--- config.mk ---
export PLATFORM = sky130hd
export DESIGN_NAME = osc_cfg_regblk
export DESIGN_NICKNAME = d
export VERILOG_FILES = /design/src/rtl/osc_cfg_pkg.sv /design/src/rtl/osc_reset_sync.sv /design/src/rtl/osc_lock_unit.sv /design/src/rtl/osc_cfg_store.sv /design/src/rtl/osc_field_decode.sv /design/src/rtl/osc_cfg_regblk.sv
export SDC_FILE = /design/constraint.sdc
export NUM_CORES = 1
export LEC_CHECK = 0
export ABC_AREA = 1
export CAP_MARGIN = 25
export CORE_UTILIZATION = 42
export DETAILED_ROUTE_END_ITERATION = 12
export HOLD_SLACK_MARGIN = 0.03
export PLACE_DENSITY = 0.95
export SKIP_CTS_REPAIR_TIMING = 1
export SLEW_MARGIN = 20
export SYNTH_ARGS = -nofsm -noshare
export SYNTH_HDL_FRONTEND = slang
export SYNTH_HIERARCHICAL = 1
export SYNTH_SLANG_ARGS = --single-unit
--- constraint.sdc ---
create_clock -name clk -period 1.9 [get_ports clk]
set_input_delay 0.475 -clock clk [delete_from_list [all_inputs] [get_ports clk]]
set_output_delay 0.475 -clock clk [all_outputs]
set_load 0.02 [all_outputs]
--- src/rtl/osc_cfg_pkg.sv ---
package osc_cfg_pkg;

  typedef enum logic [2:0] {
    LAY_FULL     = 3'd0,
    LAY_NARROW_A = 3'd1,
    LAY_NARROW_B = 3'd2,
    LAY_CORE     = 3'd3,
    LAY_MEM      = 3'd4,
    LAY_PRESET   = 3'd5
  } layout_e;

  localparam int V_W = 9;
  localparam int R_W = 7;
  localparam int S_W = 3;

  // Writable bits of the configuration word for each layout
  function automatic logic [31:0] layout_mask(layout_e lay);
    case (lay)
      LAY_FULL:     return 32'h0007_FFFF;
      LAY_NARROW_A: return 32'h0000_00FF;
      LAY_NARROW_B: return 32'h0000_00FF;
      LAY_CORE:     return 32'h0000_07FF;
      LAY_MEM:      return 32'h007F_F000;
      LAY_PRESET:   return 32'h0000_0100;
      default:      return 32'h0000_0000;
    endcase
  endfunction

endpackage

--- src/rtl/osc_reset_sync.sv ---
module osc_reset_sync #(
  parameter int STAGES = 2
) (
  input  logic clk,
  input  logic rst_n,
  output logic rst_sn
);
  logic [STAGES-1:0] sync_q;

  always_ff @(posedge clk or negedge rst_n) begin
    if (!rst_n) sync_q <= '0;
    else        sync_q <= {sync_q[STAGES-2:0], 1'b1};
  end

  assign rst_sn = sync_q[STAGES-1];
endmodule

--- src/rtl/osc_lock_unit.sv ---
module osc_lock_unit #(
  parameter int DATA_W = 32,
  parameter logic [DATA_W-1:0] KEY = 32'h0000_A05F
) (
  input  logic              clk,
  input  logic              rst_n,
  input  logic              key_wr,
  input  logic [DATA_W-1:0] wdata,
  output logic              open_q
);
  logic open_d;
  logic open_en;

  always_comb begin
    open_en = key_wr;
    open_d  = (wdata == KEY);
  end

  always_ff @(posedge clk or negedge rst_n) begin
    if (!rst_n)       open_q <= 1'b0;
    else if (open_en) open_q <= open_d;
  end
endmodule

--- src/rtl/osc_cfg_store.sv ---
module osc_cfg_store #(
  parameter int DATA_W = 32,
  parameter logic [DATA_W-1:0] MASK = '1,
  parameter logic [DATA_W-1:0] RESET_VAL = '0
) (
  input  logic              clk,
  input  logic              rst_n,
  input  logic              cfg_wr,
  input  logic [DATA_W-1:0] wdata,
  output logic [DATA_W-1:0] cfg_q
);
  localparam logic [DATA_W-1:0] RST_MASKED = RESET_VAL & MASK;

  logic [DATA_W-1:0] cfg_d;
  logic              cfg_en;

  always_comb begin
    cfg_en = cfg_wr;
    cfg_d  = (wdata & MASK) | (cfg_q & ~MASK);
  end

  always_ff @(posedge clk or negedge rst_n) begin
    if (!rst_n)      cfg_q <= RST_MASKED;
    else if (cfg_en) cfg_q <= cfg_d;
  end
endmodule

--- src/rtl/osc_field_decode.sv ---
module osc_field_decode
  import osc_cfg_pkg::*;
#(
  parameter int      DATA_W = 32,
  parameter layout_e LAYOUT = LAY_FULL
) (
  input  logic [DATA_W-1:0] cfg,
  output logic [V_W-1:0]    v_out,
  output logic [R_W-1:0]    r_out,
  output logic [S_W-1:0]    s_out
);
  generate
    case (LAYOUT)
      LAY_FULL: begin : g_full
        assign v_out = cfg[8:0];
        assign r_out = cfg[15:9];
        assign s_out = cfg[18:16];
      end
      LAY_NARROW_A: begin : g_narrow_a
        assign v_out = {1'b0, cfg[7:0]};
        assign r_out = R_W'(22);
        assign s_out = S_W'(1);
      end
      LAY_NARROW_B: begin : g_narrow_b
        assign v_out = {1'b0, cfg[7:0]};
        assign r_out = R_W'(46);
        assign s_out = S_W'(3);
      end
      LAY_CORE: begin : g_core
        assign v_out = {1'b0, cfg[7:0]};
        assign r_out = R_W'(22);
        assign s_out = cfg[10:8];
      end
      LAY_MEM: begin : g_mem
        assign v_out = {1'b0, cfg[19:12]};
        assign r_out = R_W'(22);
        assign s_out = cfg[22:20];
      end
      default: begin : g_preset
        assign v_out = cfg[8] ? V_W'(17) : V_W'(14);
        assign r_out = cfg[8] ? R_W'(22) : R_W'(14);
        assign s_out = S_W'(1);
      end
    endcase
  endgenerate
endmodule

--- src/rtl/osc_cfg_regblk.sv ---
module osc_cfg_regblk
  import osc_cfg_pkg::*;
#(
  parameter int                DATA_W    = 32,
  parameter int                ADDR_W    = 4,
  parameter layout_e           LAYOUT    = LAY_FULL,
  parameter logic [ADDR_W-1:0] CFG_ADDR  = 4'd0,
  parameter logic [ADDR_W-1:0] LOCK_ADDR = 4'd1,
  parameter logic [DATA_W-1:0] KEY       = 32'h0000_A05F,
  parameter logic [DATA_W-1:0] RESET_CFG = '0
) (
  input  logic              clk,
  input  logic              rst_n,
  input  logic [ADDR_W-1:0] bus_addr,
  input  logic              bus_we,
  input  logic [DATA_W-1:0] bus_wdata,
  output logic [DATA_W-1:0] bus_rdata,
  output logic [V_W-1:0]    v_out,
  output logic [R_W-1:0]    r_out,
  output logic [S_W-1:0]    s_out
);
  localparam logic [DATA_W-1:0] MASK = DATA_W'(layout_mask(LAYOUT));

  logic              rst_sn;
  logic              lock_q;
  logic [DATA_W-1:0] cfg_q;
  logic              key_wr;
  logic              cfg_wr;

  osc_reset_sync #(.STAGES(2)) u_rst (
    .clk(clk), .rst_n(rst_n), .rst_sn(rst_sn)
  );

  always_comb begin
    key_wr = bus_we && (bus_addr == LOCK_ADDR);
    cfg_wr = bus_we && (bus_addr == CFG_ADDR) && lock_q;
  end

  osc_lock_unit #(.DATA_W(DATA_W), .KEY(KEY)) u_lock (
    .clk(clk), .rst_n(rst_sn), .key_wr(key_wr),
    .wdata(bus_wdata), .open_q(lock_q)
  );

  osc_cfg_store #(.DATA_W(DATA_W), .MASK(MASK), .RESET_VAL(RESET_CFG)) u_store (
    .clk(clk), .rst_n(rst_sn), .cfg_wr(cfg_wr),
    .wdata(bus_wdata), .cfg_q(cfg_q)
  );

  osc_field_decode #(.DATA_W(DATA_W), .LAYOUT(LAYOUT)) u_dec (
    .cfg(cfg_q), .v_out(v_out), .r_out(r_out), .s_out(s_out)
  );

  always_comb begin
    if (bus_addr == CFG_ADDR)       bus_rdata = cfg_q;
    else if (bus_addr == LOCK_ADDR) bus_rdata = DATA_W'(lock_q);
    else                            bus_rdata = '0;
  end
endmodule

==> metrics.md <==
| Metric | Value |
|---|---|
| Die W | `65.0 um` |
| CP Capture Type | `output pin` |
| RePlAce Congestion | `0.732` |
| Worst vdd ir | `0.252 mV` |
| Cell area after synthesis | `1670 sq um` |
| R2R Setup Slk | `0.77 ns` |
| RSZ-0062 raised after global routing | `no` |
| Crit-path slowest cell | `clkdlybuf4s50_1` |
| Post-synth top area cell | `dfrtp_1` |
| Mux share of post-synthesis cell area | `0` |
| Setup-failing EPs final | `0` |
| First-pass GRT wire length | `5370 um` |
| Combinational family with the most area after synthesis | `simple AND/OR/NAND/NOR gates` |
| Dpl cell area | `2280 sq um` |
| Sequential fraction of the synthesis area | `0.330` |
| Crit start category | `flip-flop` |
| Clock skew | `0.00220 ns` |
| R2R depth | `5` |
| Pin count of the biggest net entering global routing | `21` |
| Worst slew pin tran | `0.772 ns` |
| Area grow syn2layout | `38.2%` |
| Most common cell in the synthesized netlist | `nand2_1` |
| Cells taking the most area after synthesis | `dfrtp_1 33%, nand2_1 15%, buf_4 14%` |
| Simple-gate area share of the yosys netlist | `0.387` |
| Detail Route Antenna Nets | `0` |
| Initial drt markers | `39` |
| FF+latch count, synth | `22` |
| Site Rows | `22` |
| Synth Area in Compound Gates | `0` |
| CTS tree | `done` |
| Post-Syn Area per Cell | `7.41 sq um` |
| Tot GR Track Use | `0.164` |
| DIE AREA | `4230 sq um` |
| Root buffer cell | `clkbuf_8` |
| Initial Util | `0.446` |
| Fin nets | `327` |
| Die Y | `65.0 um` |
| Slew headroom | `0.485` |
| Max-cap violations | `0` |
| CTS Buf Count | `3` |
| H-Tree Depth | `1` |
| Post-route cell area | `2300 sq um` |
| Status | `complete, no violations` |
| Drt pass-1 iters | `4` |
| FF-to-FF End | `u_store/cfg_q[2]` |
| Netlist cell types | `18` |
| Clock buffer depth | `2` |
| Number of global-route vias before repair | `1,230` |
| Drc violations | `0` |
| Antenna cells | `0` |
| Clock latency on the worst-skew pair | `0.25 ns` |
| Critical Path Fanout Max | `3` |
| Crit path buf inv count | `1` |
| Core Region | `3740 sq um` |
| WP data required | `1.42 ns` |
| Clock tree sinks | `22` |
| Critical path, cell by cell | `clkdlybuf4s50_1` |
| Most used DFF post-synth | `dfrtp_1` |
| LEAKAGE | `1.11 nW` |
| Routed wire per std cell | `10.9 um` |
| Final wirelength | `3670 um` |
| Crit path max-delay family | `buffers and inverters` |
| Fmax | `0.568 GHz` |
| Number of cells on the critical path | `1` |
| Proportion of layout cells with a drive suffix above 1 | `0.237` |
| Total grt overflow | `0` |
| Critical path class | `flip-flop to output pin` |
| Synth Area in XOR/XNOR | `0` |
| Fin crit share | `0.926` |
| I/O Buffers | `76` |
| Hold crit path type | `flip-flop to asynchronous set/reset pin` |
| Min Tclk post-route | `1.76 ns` |
| CP max stage delay | `0.63 ns` |
| Initial antenna violation count | `0` |
| Max-slew violations | `0` |
| Vias/cell | `4.26` |
| Finished Core Util | `0.616` |
| Synth Instances | `225` |
| Detail Placement HPWL | `2910 um` |
| IO Count | `90` |
| Yosys warning count | `6` |
| Post-synthesis adder-cell area fraction | `0` |
| Worst R2R Start | `u_lock/open_q` |
| Area fraction of the dominant cell type after synthesis | `0.330` |
| Async SR Flop Fraction | `1.00` |
| Clock transition at path regs | `0.07 ns` |
| WP data arrival | `1.29 ns` |
| Final Hold Vio Count | `0` |
| EDFF count, synth | `0` |
| Top cells by count, synth | `66 x nand2_1, 36 x inv_1, 32 x buf_4, 22 x dfrtp_1, 22 x nor2_2` |
| Via count | `1,428` |
| Pwr dens | `410 nW/um^2` |
## cell families after synthesis
family,Yosys count
other cells,2
buf+inv,75
flops,22
simple gates,126
## cells in the final DEF (no fill, tap or decap), drive strengths merged
| cell type | synthesis | layout |
|---|---|---|
| dfrtp | 22 | 22 |
| nand2 | 68 | 68 |
| clkbuf | 0 | 12 |
| conb | 2 | 14 |
| buf | 38 | 18 |
| dlymetal6s2s | 0 | 5 |
| and2 | 1 | 1 |
| nor2 | 51 | 51 |
| inv | 37 | 37 |
| nand4 | 3 | 3 |
| nand3 | 3 | 3 |
| clkdlybuf4s50 | 0 | 53 |
## sequential cells by signal, summed over array words and instances (netlist names)
signal / cells
u_store/cfg_q: 19
u_rst/sync_q: 2
u_lock/open_q: 1
## metrics by stage
step,instances,total power [W],TNS [ns],worst slack (ns),hold slack (ns)
after floorplan,237,0.000555,0,0.362,0.179
after global placement,329,0.000629,-11.80,-0.594,0.339
after detailed placement,329,0.000632,-12.92,-0.640,0.337
after CTS,333,0.000948,-11.15,-0.636,0.351
after global routing,335,0.000990,0,0.0937,0.371
final,335,0.000945,0,0.140,0.323
## worst max-delay path by stage
stage	start	to	slack (ns)
floorplan	bus_addr[0]	bus_rdata[10]	0.36
global placement	bus_addr[0]	bus_rdata[15]	-0.59
detailed placement	bus_addr[0]	bus_rdata[15]	-0.64
CTS	bus_addr[0]	bus_rdata[15]	-0.64
global route	bus_addr[1]	bus_rdata[15]	0.09
finish	u_store/cfg_q[0]	v_out[0]	0.14
## area by class of cell
type                    count  area [sq um]
clock buffers               4          55.1
flip-flops and latches     22           551
fillers                   340          1440
repair buffers             84           802
inverters                  37           139
multi-input cells         140           698
well taps                  48          60.1
## per-layer routing
| metal | wire (um) | GRT usage |
|---|---|---|
| met2 | 1920 | 0.296 |
| met4 | 66 | 0.0679 |
| met5 | 0 | 0 |
| met3 | 226 | 0.0211 |
| met1 | 1460 | 0.194 |
## power breakdown
group	leakage (nW)	switching, W	internal (W)	total, W
Combinational	0.775	0.0000607	0.0000883	0.000149
Clock	0.0288	0.000134	0.000184	0.000318
Sequential	0.303	0.00000794	0.000470	0.000478
Power figures use the tool's default switching activity.
